## src/rtl/sector_lock_pkg.sv

```systemverilog
package sector_lock_pkg;

  localparam int ADDR_W   = 19;
  localparam int NSECT    = 11;
  localparam int SIDX_W   = $clog2(NSECT);
  localparam int BIG_SZ   = 65536;
  localparam int NBIG     = (1 << ADDR_W) / BIG_SZ - 1;
  localparam int SMALL_SZ = 4096;

  typedef enum logic [2:0] {
    OP_PROG  = 3'd0,
    OP_ER4K  = 3'd1,
    OP_ER32K = 3'd2,
    OP_ER64K = 3'd3,
    OP_CHIP  = 3'd4
  } op_e;

  // Size of sector i: large uniform sectors first, then a half, two eighths, a quarter.
  function automatic logic [31:0] sect_size(int i);
    if (i < NBIG)           return 32'(BIG_SZ);
    else if (i == NBIG)     return 32'(BIG_SZ / 2);
    else if (i == NBIG + 3) return 32'(BIG_SZ / 4);
    else                    return 32'(BIG_SZ / 8);
  endfunction

  // Lowest byte address of sector i, the running sum of the sizes below it.
  function automatic logic [31:0] sect_lo(int i);
    logic [31:0] acc;
    acc = '0;
    for (int k = 0; k < i; k++) acc = acc + sect_size(k);
    return acc;
  endfunction

  function automatic logic [31:0] sect_hi(int i);
    return sect_lo(i) + sect_size(i) - 32'd1;
  endfunction

  // Bytes covered by an operation, the block is aligned to its own size.
  function automatic logic [31:0] blk_bytes(logic [2:0] op);
    case (op)
      OP_PROG:  return 32'd1;
      OP_ER4K:  return 32'(SMALL_SZ);
      OP_ER32K: return 32'(BIG_SZ / 2);
      OP_ER64K: return 32'(BIG_SZ);
      default:  return 32'(1 << ADDR_W);
    endcase
  endfunction

  function automatic logic [SIDX_W-1:0] onehot_to_idx(logic [NSECT-1:0] oh);
    logic [SIDX_W-1:0] r;
    r = '0;
    for (int k = 0; k < NSECT; k++) if (oh[k]) r = r | SIDX_W'(k);
    return r;
  endfunction

endpackage

```

## src/rtl/sector_span_dec.sv

```systemverilog
module sector_span_dec
  import sector_lock_pkg::*;
(
  input  logic [ADDR_W-1:0] addr,
  input  logic [2:0]        op,
  output logic [NSECT-1:0]  span
);

  logic [31:0] a_w;
  logic [31:0] sz_w;
  logic [31:0] lo_w;
  logic [31:0] hi_w;

  always_comb begin
    a_w  = 32'(addr);
    sz_w = blk_bytes(op);
    lo_w = a_w & ~(sz_w - 32'd1);
    hi_w = lo_w + sz_w - 32'd1;
  end

  // One overlap comparator pair per sector, bounds fixed at elaboration.
  for (genvar i = 0; i < NSECT; i++) begin : g_sect
    localparam logic [31:0] S_LO = sect_lo(i);
    localparam logic [31:0] S_HI = sect_hi(i);
    assign span[i] = (S_LO <= hi_w) && (S_HI >= lo_w);
  end

endmodule

```

## src/rtl/prot_bank.sv

```systemverilog
module prot_bank
  import sector_lock_pkg::*;
(
  input  logic             clk,
  input  logic             rst_n,
  input  logic             wp_n,
  input  logic             all_set,
  input  logic             all_clr,
  input  logic             one_set,
  input  logic             one_clr,
  input  logic [NSECT-1:0] tgt_mask,
  output logic [NSECT-1:0] prot_q,
  output logic [NSECT-1:0] set_mask,
  output logic [NSECT-1:0] clr_mask
);

  logic [NSECT-1:0] prot_d;

  // Precedence: global set, unlocked global clear, single set, unlocked single clear.
  always_comb begin
    set_mask = '0;
    clr_mask = '0;
    if (all_set) begin
      set_mask = '1;
    end else if (all_clr && wp_n) begin
      clr_mask = '1;
    end else if (one_set) begin
      set_mask = tgt_mask;
    end else if (one_clr && wp_n) begin
      clr_mask = tgt_mask;
    end
    prot_d = (prot_q | set_mask) & ~clr_mask;
  end

  always_ff @(posedge clk) begin
    if (!rst_n) prot_q <= '1;
    else        prot_q <= prot_d;
  end

endmodule

```

## src/rtl/verdict_stage.sv

```systemverilog
module verdict_stage (
  input  logic clk,
  input  logic rst_n,
  input  logic chk_req,
  input  logic blocked,
  input  logic err_clr,
  output logic res_valid,
  output logic res_allow,
  output logic err_flag
);

  logic deny_now;
  assign deny_now = chk_req && blocked;

  always_ff @(posedge clk) begin
    if (!rst_n) begin
      res_valid <= 1'b0;
      res_allow <= 1'b0;
      err_flag  <= 1'b0;
    end else begin
      res_valid <= chk_req;
      res_allow <= chk_req && !blocked;
      err_flag  <= deny_now || (err_flag && !err_clr);
    end
  end

endmodule

```

## src/rtl/sector_lock_unit.sv

```systemverilog
module sector_lock_unit
  import sector_lock_pkg::*;
(
  input  logic              clk,
  input  logic              rst_n,
  input  logic              wp_n,
  input  logic              sect_prot_req,
  input  logic              sect_unprot_req,
  input  logic [ADDR_W-1:0] sect_addr,
  input  logic              all_prot_req,
  input  logic              all_unprot_req,
  input  logic              chk_req,
  input  logic [2:0]        chk_op,
  input  logic [ADDR_W-1:0] chk_addr,
  input  logic              err_clr,
  output logic [SIDX_W-1:0] sect_idx,
  output logic              sect_prot,
  output logic              res_valid,
  output logic              res_allow,
  output logic              err_flag
);

  localparam int NDEC = 3;

  logic [ADDR_W-1:0] dec_addr [NDEC];
  logic [2:0]        dec_op   [NDEC];
  logic [NSECT-1:0]  dec_span [NDEC];

  // Decoder 0: span of the checked operation, 1: home sector of the check
  // address, 2: home sector of the single protect/unprotect address.
  assign dec_addr[0] = chk_addr;
  assign dec_op[0]   = chk_op;
  assign dec_addr[1] = chk_addr;
  assign dec_op[1]   = OP_PROG;
  assign dec_addr[2] = sect_addr;
  assign dec_op[2]   = OP_PROG;

  for (genvar g = 0; g < NDEC; g++) begin : g_dec
    sector_span_dec u_dec (
      .addr (dec_addr[g]),
      .op   (dec_op[g]),
      .span (dec_span[g])
    );
  end

  logic [NSECT-1:0] chk_span;
  logic [NSECT-1:0] chk_home;
  logic [NSECT-1:0] tgt_home;
  logic [NSECT-1:0] prot_q;
  logic [NSECT-1:0] set_mask;
  logic [NSECT-1:0] clr_mask;
  logic             blocked;

  assign chk_span = dec_span[0];
  assign chk_home = dec_span[1];
  assign tgt_home = dec_span[2];

  prot_bank u_bank (
    .clk      (clk),
    .rst_n    (rst_n),
    .wp_n     (wp_n),
    .all_set  (all_prot_req),
    .all_clr  (all_unprot_req),
    .one_set  (sect_prot_req),
    .one_clr  (sect_unprot_req),
    .tgt_mask (tgt_home),
    .prot_q   (prot_q),
    .set_mask (set_mask),
    .clr_mask (clr_mask)
  );

  assign blocked   = |(chk_span & prot_q);
  assign sect_prot = |(chk_home & prot_q);
  assign sect_idx  = onehot_to_idx(chk_home);

  verdict_stage u_verdict (
    .clk       (clk),
    .rst_n     (rst_n),
    .chk_req   (chk_req),
    .blocked   (blocked),
    .err_clr   (err_clr),
    .res_valid (res_valid),
    .res_allow (res_allow),
    .err_flag  (err_flag)
  );

endmodule

```

## config.mk

```make
export PLATFORM = sky130hd
export DESIGN_NAME = sector_lock_unit
export DESIGN_NICKNAME = d
export VERILOG_FILES = /design/src/rtl/sector_lock_pkg.sv /design/src/rtl/sector_span_dec.sv /design/src/rtl/prot_bank.sv /design/src/rtl/verdict_stage.sv /design/src/rtl/sector_lock_unit.sv
export SDC_FILE = /design/constraint.sdc
export NUM_CORES = 1
export LEC_CHECK = 0
export ABC_AREA = 1
export BUFFER_PORTS_ARGS = -buffer_cell sky130_fd_sc_hd__clkbuf_2
export CAP_MARGIN = 20
export CORE_ASPECT_RATIO = 0.8
export CORE_MARGIN = 8
export CORE_UTILIZATION = 55
export DETAILED_ROUTE_END_ITERATION = 8
export PLACE_DENSITY = 0.76
export SYNTH_ARGS = -nofsm -noshare
export SYNTH_HDL_FRONTEND = slang
export SYNTH_SLANG_ARGS = --single-unit
```

## constraint.sdc

```tcl
create_clock -name clk -period 8.6 [get_ports clk]
set_input_delay 2.15 -clock clk [delete_from_list [all_inputs] [get_ports clk]]
set_output_delay 2.15 -clock clk [all_outputs]
set_load 0.01 [all_outputs]
```

==> results.cfg, run 1 <==
[setup_path]
timing.setup.critical_path_class = in -> out
r2r_setup_slack_ns = 7.47
path_delay_family = simple AND/OR/NAND/NOR gates
path_max_fanout = 8
endpoint_kind = output pin
worst-endpoint-required_ns = 6.45
cp_num_buf_inv = 2
critical-path-max-stage-delay_ns = 0.26
critical_path_arrival_ns = 4.67
critPathSlowestCell = sky130_fd_sc_hd__xor2_1
critPathLaunchType = primary input
crit_path_cell_trace = clkbuf_2 -> ha_1 -> nand2_2 -> nor2_4 -> nand3_1 -> nand3b_1 -> xor2_1 -> nand2_1 -> nor2_1 -> nand3_4 -> nand2_1 -> nor2_4 -> nand2_4 -> o21ai_2 -> nor2_2 -> nand3_1 -> nand4_1 -> clkbuf_2

[detailed_routing]
routedWlPerCell_um = 12.2
via_count = 6037
detail-route-antenna-nets = 0
drt_first_pass_iters = 5
drcViolationCount = 0
vias_per_cell = 5.28
drtIter0Drc = 379
detail_route.wirelength_mm = 13.9

[timing]
final.setup.worst_slack_ns = 1.78
timing.final.crit_period_ns = 6.82
finClkSkew_ns = 0.00442
final_setup_vio_count = 0
totalNegativeSetupSlack_ns = 0
finalMaxSlewViolations = 0
slew_headroom_pct = 56.7
unrepaired_setup_endpoints_after_global_routing = no
max_slew.worst_pin.slew_ns = 0.647
fmax_mhz = 147
finalHoldViolCount = 0
timing.hold.ws_ns = 0.464
finalCritPeriodShare_pct = 79.3

[global_routing]
met1_usage_pct = 29.5
antenna_found_initial = 0
grt_util_met3_pct = 2.41
grt.busiest_layer = met2
grt.overflow.total = 0
grt.met2_usage_pct = 37.8
wire_length_of_the_first_global_routing_pass_mm = 24.2
grt_max_degree = 14
first_global_vias = 5508
grt_usage_pct = 21.8

[cells_and_area]
diodes_inserted = 0
layout_area_overhead_pct = 9.54
nFillCells = 990
layout.cells.most_common = sky130_fd_sc_hd__nand2_1
nNetsFinal = 1115
post_route_cells_drive_above_1_share_pct = 16.8
layout.cells.most_common_list = sky130_fd_sc_hd__nand2_1, sky130_fd_sc_hd__inv_1, sky130_fd_sc_hd__nor2_1, sky130_fd_sc_hd__nand3_1, sky130_fd_sc_hd__clkbuf_2

[clock_tree]
cts_repair_resize_count = 0
cts.sink_count = 14
clockRootBuffer = sky130_fd_sc_hd__clkbuf_16
cts_buffer_depth = 2
cts.clk_slew.worst_paths_ns = 0.04
cts_tree = done
hold_buffers = 0
post_cts_buffers = 0
tritoncts_buffer_count = 3
cts_htree_levels = 1
clkLatencyLatePin_ns = 0.24

[synthesis]
ys.warnings.count = 0
yosysUniqueCellTypes = 49
flop_and_latch_count_out_of_synthesis = 14
synth-async-reset-ratio_pct = 0
synth_sequential_area_ratio_pct = 5.33
postSynthCellCount = 969
synth-edff-count = 0
post_synth_instance_area_um2 = 5260
postSynthAreaPerCell_um2 = 5.43
synth_flop_cell = sky130_fd_sc_hd__dfxtp_1
syn-num-nets = 1058

[floorplanning]
coreArea_um2 = 9490
ios = 58
die_area_um2 = 13000
floorplan.die.width_um = 125
placementRows = 32
effective_utilization_at_floorplan_pct = 55.4
die_height_um = 103

[placement]
place.port_buffers = 57
place.detailed.hpwl_mm = 12.2
placement.setup.worst_slack_ns = 1.82
routability_driven_placement_congestion_ratio = 0.921

[power_and_ir_drop]
vdd_drop_max_mv = 0.177
power-per-cell-area_nw_per_um2 = 73.3
leakagePower_nw = 3.13

[job]
max_capacitance_violation_total = 0

[run_status]
outcome = complete, no violations

[worst_hold_path]
holdCritPathClass = reg -> reg
## state kept, by name (all words and copies together), names as in the netlist
name                 flops
u_verdict.err_flag       1
u_verdict.res_allow      1
u_verdict.res_valid      1
u_bank.prot_q           11
## final timing paths
path,startpoint,to,cells after the start
worst max register to register,u_bank.prot_q[6],u_verdict.err_flag,8
worst max-delay path,chk_addr[1],sect_prot,18
worst min register to register,u_verdict.err_flag,u_verdict.err_flag,2
worst min-delay path,u_verdict.err_flag,u_verdict.err_flag,2
## where the power goes
| group | total, W | switching [W] | leakage, nW | internal, W |
|---|---|---|---|---|
| clock | 0.0000956 | 0.0000253 | 0.0442 | 0.0000703 |
| combinational | 0.000257 | 0.000172 | 2.97 | 0.0000850 |
| sequential | 0.0000696 | 0.00000189 | 0.115 | 0.0000677 |
| total | 0.000422 | 0.000199 | 3.13 | 0.000223 |
## routing by layer
metal  vias up  share of wire (%)  wire (um)
li1       3222                  -          -
met1      2669                 51       7050
met2       134                 44       6120
met3        12                4.7        649
met4         0               0.71         99
met5         -                  0          0
## Yosys cell counts (2+ instances only)
| master | instances | area (um^2) |
|---|---|---|
| sky130_fd_sc_hd__nor4_1 | 3 | 18.8 |
| sky130_fd_sc_hd__nand2_1 | 265 | 995 |
| sky130_fd_sc_hd__nand4_2 | 2 | 25.0 |
| sky130_fd_sc_hd__a21oi_1 | 31 | 155 |
| sky130_fd_sc_hd__and2_1 | 2 | 12.5 |
| sky130_fd_sc_hd__o21ai_0 | 26 | 130 |
| sky130_fd_sc_hd__inv_2 | 13 | 48.8 |
| sky130_fd_sc_hd__inv_1 | 144 | 541 |
| sky130_fd_sc_hd__nand2_2 | 32 | 200 |
| sky130_fd_sc_hd__o21bai_1 | 7 | 52.6 |
| sky130_fd_sc_hd__dfxtp_1 | 14 | 280 |
| sky130_fd_sc_hd__xor2_1 | 20 | 175 |
| sky130_fd_sc_hd__nand3_2 | 10 | 100 |
| sky130_fd_sc_hd__xnor2_1 | 4 | 35.0 |
| sky130_fd_sc_hd__o21ai_1 | 15 | 75.1 |
| sky130_fd_sc_hd__nor2_2 | 15 | 93.8 |
| sky130_fd_sc_hd__nor2_1 | 128 | 480 |
| sky130_fd_sc_hd__and3_1 | 3 | 18.8 |
| sky130_fd_sc_hd__nor2_4 | 18 | 203 |
| sky130_fd_sc_hd__clkbuf_1 | 2 | 7.51 |
| sky130_fd_sc_hd__nand4_1 | 32 | 200 |
| sky130_fd_sc_hd__nand3_4 | 3 | 52.6 |
| sky130_fd_sc_hd__nand3_1 | 90 | 450 |
| sky130_fd_sc_hd__xor2_2 | 2 | 32.5 |
| sky130_fd_sc_hd__o21ai_2 | 2 | 17.5 |
| sky130_fd_sc_hd__ha_1 | 38 | 475 |
| sky130_fd_sc_hd__buf_2 | 2 | 10.0 |
| sky130_fd_sc_hd__o211ai_1 | 4 | 30.0 |
| sky130_fd_sc_hd__nor3_1 | 11 | 55.1 |
| sky130_fd_sc_hd__nand2_4 | 8 | 90.1 |
| sky130_fd_sc_hd__nand3b_1 | 5 | 37.5 |
## kinds of logic (layout without fill, tap and decap cells)
kind of cell    count (synthesis)  after routing  synth area share (%)
simple gates                  632            632                  58.6
buf+inv                       164            220                  11.8
compound gates                 94             94                  10.3
fa+ha+maj                      39             39                  9.42
xor+xnor                       26             26                  4.61
flops                          14             14                  5.33
## worst min-delay path, stage by stage (launching register included)
cell and delay (ns):
sky130_fd_sc_hd__dfxtp_1 0.30, sky130_fd_sc_hd__nand3b_1 0.07, sky130_fd_sc_hd__nand2_1 0.05
## layout make-up
type | instances | area, um^2 | share of cell area [%]
inverters | 159 | 598 | 10.4
flip-flops and latches | 14 | 280 | 4.86
clock buffers | 4 | 88.8 | 1.54
multi-input cells | 791 | 4360 | 75.7
well taps | 119 | 149 | 2.58
repair buffers | 57 | 285 | 4.95
## through the flow
step | utilization, % | cell area [um^2] | std cells | total power (W)
after floorplan | - | 5260 | 969 | 0.000259
after global placement | 59.8 | 5670 | 1140 | 0.000322
after detailed placement | 59.8 | 5670 | 1140 | 0.000325
after CTS | 60.7 | 5760 | 1144 | 0.000421
after global routing | 60.7 | 5760 | 1144 | 0.000465
final | 60.7 | 5760 | 1144 | 0.000422
(Power assumes the default switching activity.)
==> run 2, diff against run 1 <==
Settings changed: PLACE_DENSITY 0.76 to 0.79.
Clock period 8.6 ns to 5.7 ns, I/O delays scaled along.
==> run 2 against run 1 <==
Non-clock buffer count increased by 1. Routed wire length is 0.48% lower. Via count shrank 0.53%. Combinational power up 51%. Sequential cell count unchanged. Design area is 0.11% lower. Power up 47%. Utilization is 0.066 points lower. Highest routed layer unchanged.
==> results.cfg, run 2 (synthesis gave the netlist of run 1 again) <==
[placement]
place.detailed.hpwl_mm = 12.1
routability_driven_placement_congestion_ratio = 0.944
place.port_buffers = 57
post_dp_cell_area_um2 = 5680

[setup_path]
endpoint_kind = output pin
reg2reg_to = u_verdict.err_flag
path_max_fanout = 8
timing.setup.critical_path_class = in -> out
critPathSlowestCell = sky130_fd_sc_hd__xor2_1
critical_path_arrival_ns = 3.94
crit_path_cell_trace = clkbuf_2 -> ha_1 -> nand2_2 -> nor2_4 -> nand3_1 -> nand3b_1 -> xor2_1 -> nand2_1 -> nor2_1 -> nand3_4 -> nand2_1 -> nor2_4 -> nand2_4 -> o21ai_2 -> nor2_2 -> nand3_1 -> nand4_1 -> clkbuf_2
critical_path.reg2reg.startpoint = u_bank.prot_q[6]
worstRegToRegCells = 8
worst-endpoint-required_ns = 4.28
critical-path-max-stage-delay_ns = 0.28
critPathLaunchType = primary input
r2r_setup_slack_ns = 4.57
path_delay_family = simple AND/OR/NAND/NOR gates
cp_num_buf_inv = 2

[cells_and_area]
multi_input_area_um2 = 4360
nFillCells = 963
register_area_um2 = 280
layout_area_overhead_pct = 9.42
diodes_inserted = 0
nNetsFinal = 1116
registers.top_by_ff_count = u_bank.prot_q
layout.cells.most_common = sky130_fd_sc_hd__nand2_1
largest_reg_flops = 11
layout.cells.most_common_list = sky130_fd_sc_hd__nand2_1, sky130_fd_sc_hd__inv_1, sky130_fd_sc_hd__nor2_1, sky130_fd_sc_hd__nand3_1, sky130_fd_sc_hd__clkbuf_2
post-route-cell-area_um2 = 5760
post_route_cells_drive_above_1_share_pct = 16.8

[floorplanning]
floorplan.die.width_um = 125
die_height_um = 103
coreArea_um2 = 9490
placementRows = 32
effective_utilization_at_floorplan_pct = 55.4
die_area_um2 = 13000
ios = 58

[global_routing]
grt_usage_pct = 21.4
antenna_found_initial = 0
grt.overflow.total = 0
first_global_vias = 5477
grt_max_degree = 13
wire_length_of_the_first_global_routing_pass_mm = 23.8

[worst_hold_path]
min_delay_path_depth = 2
hold-path-endpoint = u_verdict.err_flag
min-delay-start = u_verdict.err_flag
holdCritPathClass = reg -> reg

[clock_tree]
cts.clk_slew.worst_paths_ns = 0.04
cts_tree = done
clockRootBuffer = sky130_fd_sc_hd__clkbuf_16
cts_repair_resize_count = 0
clkLatencyLatePin_ns = 0.24
cts_htree_levels = 1
cts.sink_count = 14
hold_buffers = 0
post_cts_buffers = 0
tritoncts_buffer_count = 3
cts_buffer_depth = 2

[detailed_routing]
detail_route.wirelength_mm = 13.9
via_count = 6005
detail-route-antenna-nets = 0
routedWlPerCell_um = 12.1
drcViolationCount = 0
vias_per_cell = 5.25
drtIter0Drc = 399
drt_first_pass_iters = 5

[power_and_ir_drop]
power-per-cell-area_nw_per_um2 = 108
vdd_drop_max_mv = 0.162
leakagePower_nw = 3.12

[timing]
final_setup_vio_count = 0
max_slew.worst_pin.slew_ns = 0.660
finalHoldViolCount = 0
finalMaxSlewViolations = 0
unrepaired_setup_endpoints_after_global_routing = no
finClkSkew_ns = 0.000863
timing.final.crit_period_ns = 5.37
finalCritPeriodShare_pct = 94.2
fmax_mhz = 186
slew_headroom_pct = 55.8
totalNegativeSetupSlack_ns = 0

[run_status]
outcome = complete, no violations

[job]
max_capacitance_violation_total = 0
## run 2: cell types whose count changed in the layout (fill, tap and decap cells not counted)
cell	change
sky130_fd_sc_hd__buf_4	+1
sky130_fd_sc_hd__clkbuf_8	-1
## run 2: through the flow
step | util [%] | hold WS (ns) | total power, W | cells | setup WS (ns)
6_report | 60.7 | 0.472 | 0.000619 | 1144 | 0.330
5_1_grt | 60.7 | 0.519 | 0.000684 | 1144 | 0.0334
4_1_cts | 60.7 | 0.472 | 0.000618 | 1144 | 0.351
3_5_place_dp | 59.9 | 0.464 | 0.000490 | 1141 | 0.364
3_3_place_gp | 59.9 | 0.464 | 0.000485 | 1141 | 0.451
2_1_floorplan | - | 0.462 | 0.000391 | 969 | 0.874
## run 2: layout make-up
| type | count | share of cell area, % |
|---|---|---|
| clock buffers | 3 | 1.30 |
| inverters | 159 | 10.4 |
| multi-input cells | 791 | 75.8 |
| flip-flops and latches | 14 | 4.87 |
| well taps | 119 | 2.59 |
| repair buffers | 58 | 5.09 |
## run 2: how the worst max path moves through the flow
stage | slack [ns] | cells after the start | end | start
2_1_floorplan | 0.87 | 17 | sect_idx[0] | chk_addr[0]
3_3_place_gp | 0.45 | 18 | sect_prot | chk_addr[1]
3_5_place_dp | 0.36 | 18 | sect_prot | chk_addr[1]
4_1_cts | 0.35 | 18 | sect_prot | chk_addr[1]
5_1_grt | 0.03 | 20 | sect_prot | chk_addr[0]
6_report | 0.33 | 18 | sect_prot | chk_addr[1]
## run 2: power breakdown
group          total (W)  internal, W  switching (W)
Clock           0.000125    0.0000911      0.0000337
Combinational   0.000389     0.000129       0.000260
Sequential      0.000105     0.000102     0.00000300
## run 2: worst register-to-register path, delay by kind of cell, from the launching register on
| kind | cells | cell delay [ns] |
|---|---|---|
| AO/OA/AOI/OAI | 2 | 0.29 |
| buffers and inverters | 2 | 0.12 |
| flip-flops | 1 | 0.32 |
| AND/OR/NAND/NOR | 4 | 0.30 |
## run 2: layer usage
layer	up-vias	track usage, %	routed length (um)	share of wire [%]
met5	-	0	0	0
met4	0	2.43	92	0.66
met3	10	2.31	765	5.5
met2	175	37.6	5990	43
met1	2612	28.7	7010	51
li1	3208	-	-	-
==> run 3, diff against run 2 <==
Settings changed: SETUP_SLACK_MARGIN set to 0.4.
==> run 3 against run 2 <==
Routed wire length is 2.8% higher. Sequential cell count did not move. Cell count grew 0.61%. Largest cell class unchanged.
==> results.cfg, run 3 (synthesis gave the netlist of run 1 again) <==
[run_status]
outcome = complete, no violations

[detailed_routing]
drcViolationCount = 0
routedWlPerCell_um = 12.4
detail-route-antenna-nets = 0
drt_first_pass_iters = 5
via_count = 6084
detail_route.wirelength_mm = 14.3
vias_per_cell = 5.29
drtIter0Drc = 445

[power_and_ir_drop]
combinationalPowerShare_pct = 63.6
seqPwrFrac_pct = 16.6
power_switching_share_pct = 48.0
power_switching_w = 0.000304
leakagePower_nw = 3.19
p_clk_share_pct = 19.7
power-per-cell-area_nw_per_um2 = 106
vdd_drop_max_mv = 0.163
intPower_w = 0.000329

[cells_and_area]
layout.cells.most_common_list = sky130_fd_sc_hd__nand2_1, sky130_fd_sc_hd__inv_1, sky130_fd_sc_hd__nor2_1, sky130_fd_sc_hd__nand3_1, sky130_fd_sc_hd__clkbuf_2
registers.top_by_ff_count = u_bank.prot_q
nFillCells = 916
register_area_um2 = 280
layout.cells.most_common = sky130_fd_sc_hd__nand2_1
post_route_cells_drive_above_1_share_pct = 20.2
layout_area_overhead_pct = 14.1
multi_input_area_um2 = 4520
diodes_inserted = 0
nNetsFinal = 1123
final_core_utilization_pct = 63.2
largest_reg_flops = 11

[global_routing]
grt.overflow.total = 0
grt_usage_pct = 21.4
grt_max_degree = 13
first_global_vias = 5475
antenna_found_initial = 0
wire_length_of_the_first_global_routing_pass_mm = 23.8

[timing]
fmax_mhz = 194
totalNegativeSetupSlack_ns = 0
final_setup_vio_count = 0
finalHoldViolCount = 0
finalCritPeriodShare_pct = 90.5
max_slew.worst_pin.slew_ns = 0.661
finClkSkew_ns = 0.000324
finalMaxSlewViolations = 0
timing.final.crit_period_ns = 5.16
unrepaired_setup_endpoints_after_global_routing = yes
slew_headroom_pct = 55.7

[floorplanning]
placementRows = 32
effective_utilization_at_floorplan_pct = 55.4
ios = 58
floorplan.die.width_um = 125
die_area_um2 = 13000
die_height_um = 103
coreArea_um2 = 9490

[setup_path]
critPathSlowestCell = sky130_fd_sc_hd__xor2_2
worst-endpoint-required_ns = 4.28
critPathLaunchType = primary input
critical_path_arrival_ns = 3.74
path_max_fanout = 8
timing.setup.critical_path_class = in -> out
crit_path_cell_trace = buf_8 -> ha_4 -> nand2_4 -> nor2_4 -> nand3_2 -> nand3b_1 -> xor2_2 -> nand2_2 -> nor2_4 -> nand3_4 -> nand2_4 -> nor2_4 -> nand2_4 -> o21ai_2 -> nor2_2 -> nand3_1 -> nand4_1 -> buf_2
timing.critical_path.from = chk_addr[0]
critical-path-max-stage-delay_ns = 0.29
endpoint_kind = output pin
critical_path.reg2reg.startpoint = u_bank.prot_q[6]

[job]
max_capacitance_violation_total = 0

[placement]
place.port_buffers = 57
place.detailed.hpwl_mm = 12.1
routability_driven_placement_congestion_ratio = 0.944

[clock_tree]
cts_tree = done
cts.sink_count = 14
cts_buffer_depth = 2
cts.clk_slew.worst_paths_ns = 0.04
tritoncts_buffer_count = 3
cts_htree_levels = 1
hold_buffers = 0
clockRootBuffer = sky130_fd_sc_hd__clkbuf_16
clkLatencyLatePin_ns = 0.24

[worst_hold_path]
holdCritPathClass = reg -> reg
min-delay-start = u_verdict.err_flag
run 3: critical path, delay by kind of cell:
kind                       cells  cell delay, ns
xor gates and xnor gates       1            0.29
buffers and inverters          2            0.23
AOI/OAI and AO/OA              1            0.07
and+or+nand+nor               13            1.57
adders and majority gates      1            0.14
run 3: power groups by stage:
stage,sequential [W],clock [W],combinational (W)
final,0.000105,0.000125,0.000403
after floorplan,0.000106,0,0.000285
after CTS,0.000105,0.000128,0.000385
after global routing,0.000105,0.000134,0.000458
after global placement,0.000107,0,0.000378
after detailed placement,0.000107,0,0.000383
run 3: cell type report:
cell class                      count  share of cell area [%]
Inverter                          159                    10.1
Timing Repair Buffer               65                    6.23
Tap cell                          119                    2.48
Sequential cell                    14                    4.67
Multi-Input combinational cell    791                    75.3
Clock buffer                        3                    1.25
run 3: metrics by stage:
step | power (W) | hold slack [ns] | area (um^2) | cells | worst slack (ns)
2_1_floorplan | 0.000391 | 0.462 | 5260 | 969 | 0.874
3_3_place_gp | 0.000485 | 0.464 | 5680 | 1141 | 0.451
3_5_place_dp | 0.000490 | 0.464 | 5680 | 1141 | 0.364
4_1_cts | 0.000619 | 0.472 | 5760 | 1144 | 0.409
5_1_grt | 0.000698 | 0.519 | 6000 | 1151 | 0.357
6_report | 0.000633 | 0.472 | 6000 | 1151 | 0.540
run 3: worst paths after layout:
path	endpoint	slack, ns	cells past startpoint
worst max-delay path	sect_prot	0.54	18
worst min-delay path	u_verdict.err_flag	0.47	2
worst min register to register	u_verdict.err_flag	0.47	2
worst max register to register	u_verdict.err_flag	4.58	8
run 3: repair_timing:
item,4_1_cts,5_1_grt
buffers inserted,0,7
resized for setup,1,58
pin swaps,0,25
endpoints found under the setup margin,4,5
run 3: metal layers:
metal | GRT usage (%) | part of all wire, % | vias to the layer above
li1 | - | - | 3220
met1 | 28.7 | 50 | 2675
met2 | 37.7 | 45 | 178
met3 | 2.31 | 5.0 | 11
met4 | 2.43 | 0.69 | 0
met5 | 0 | 0 | -
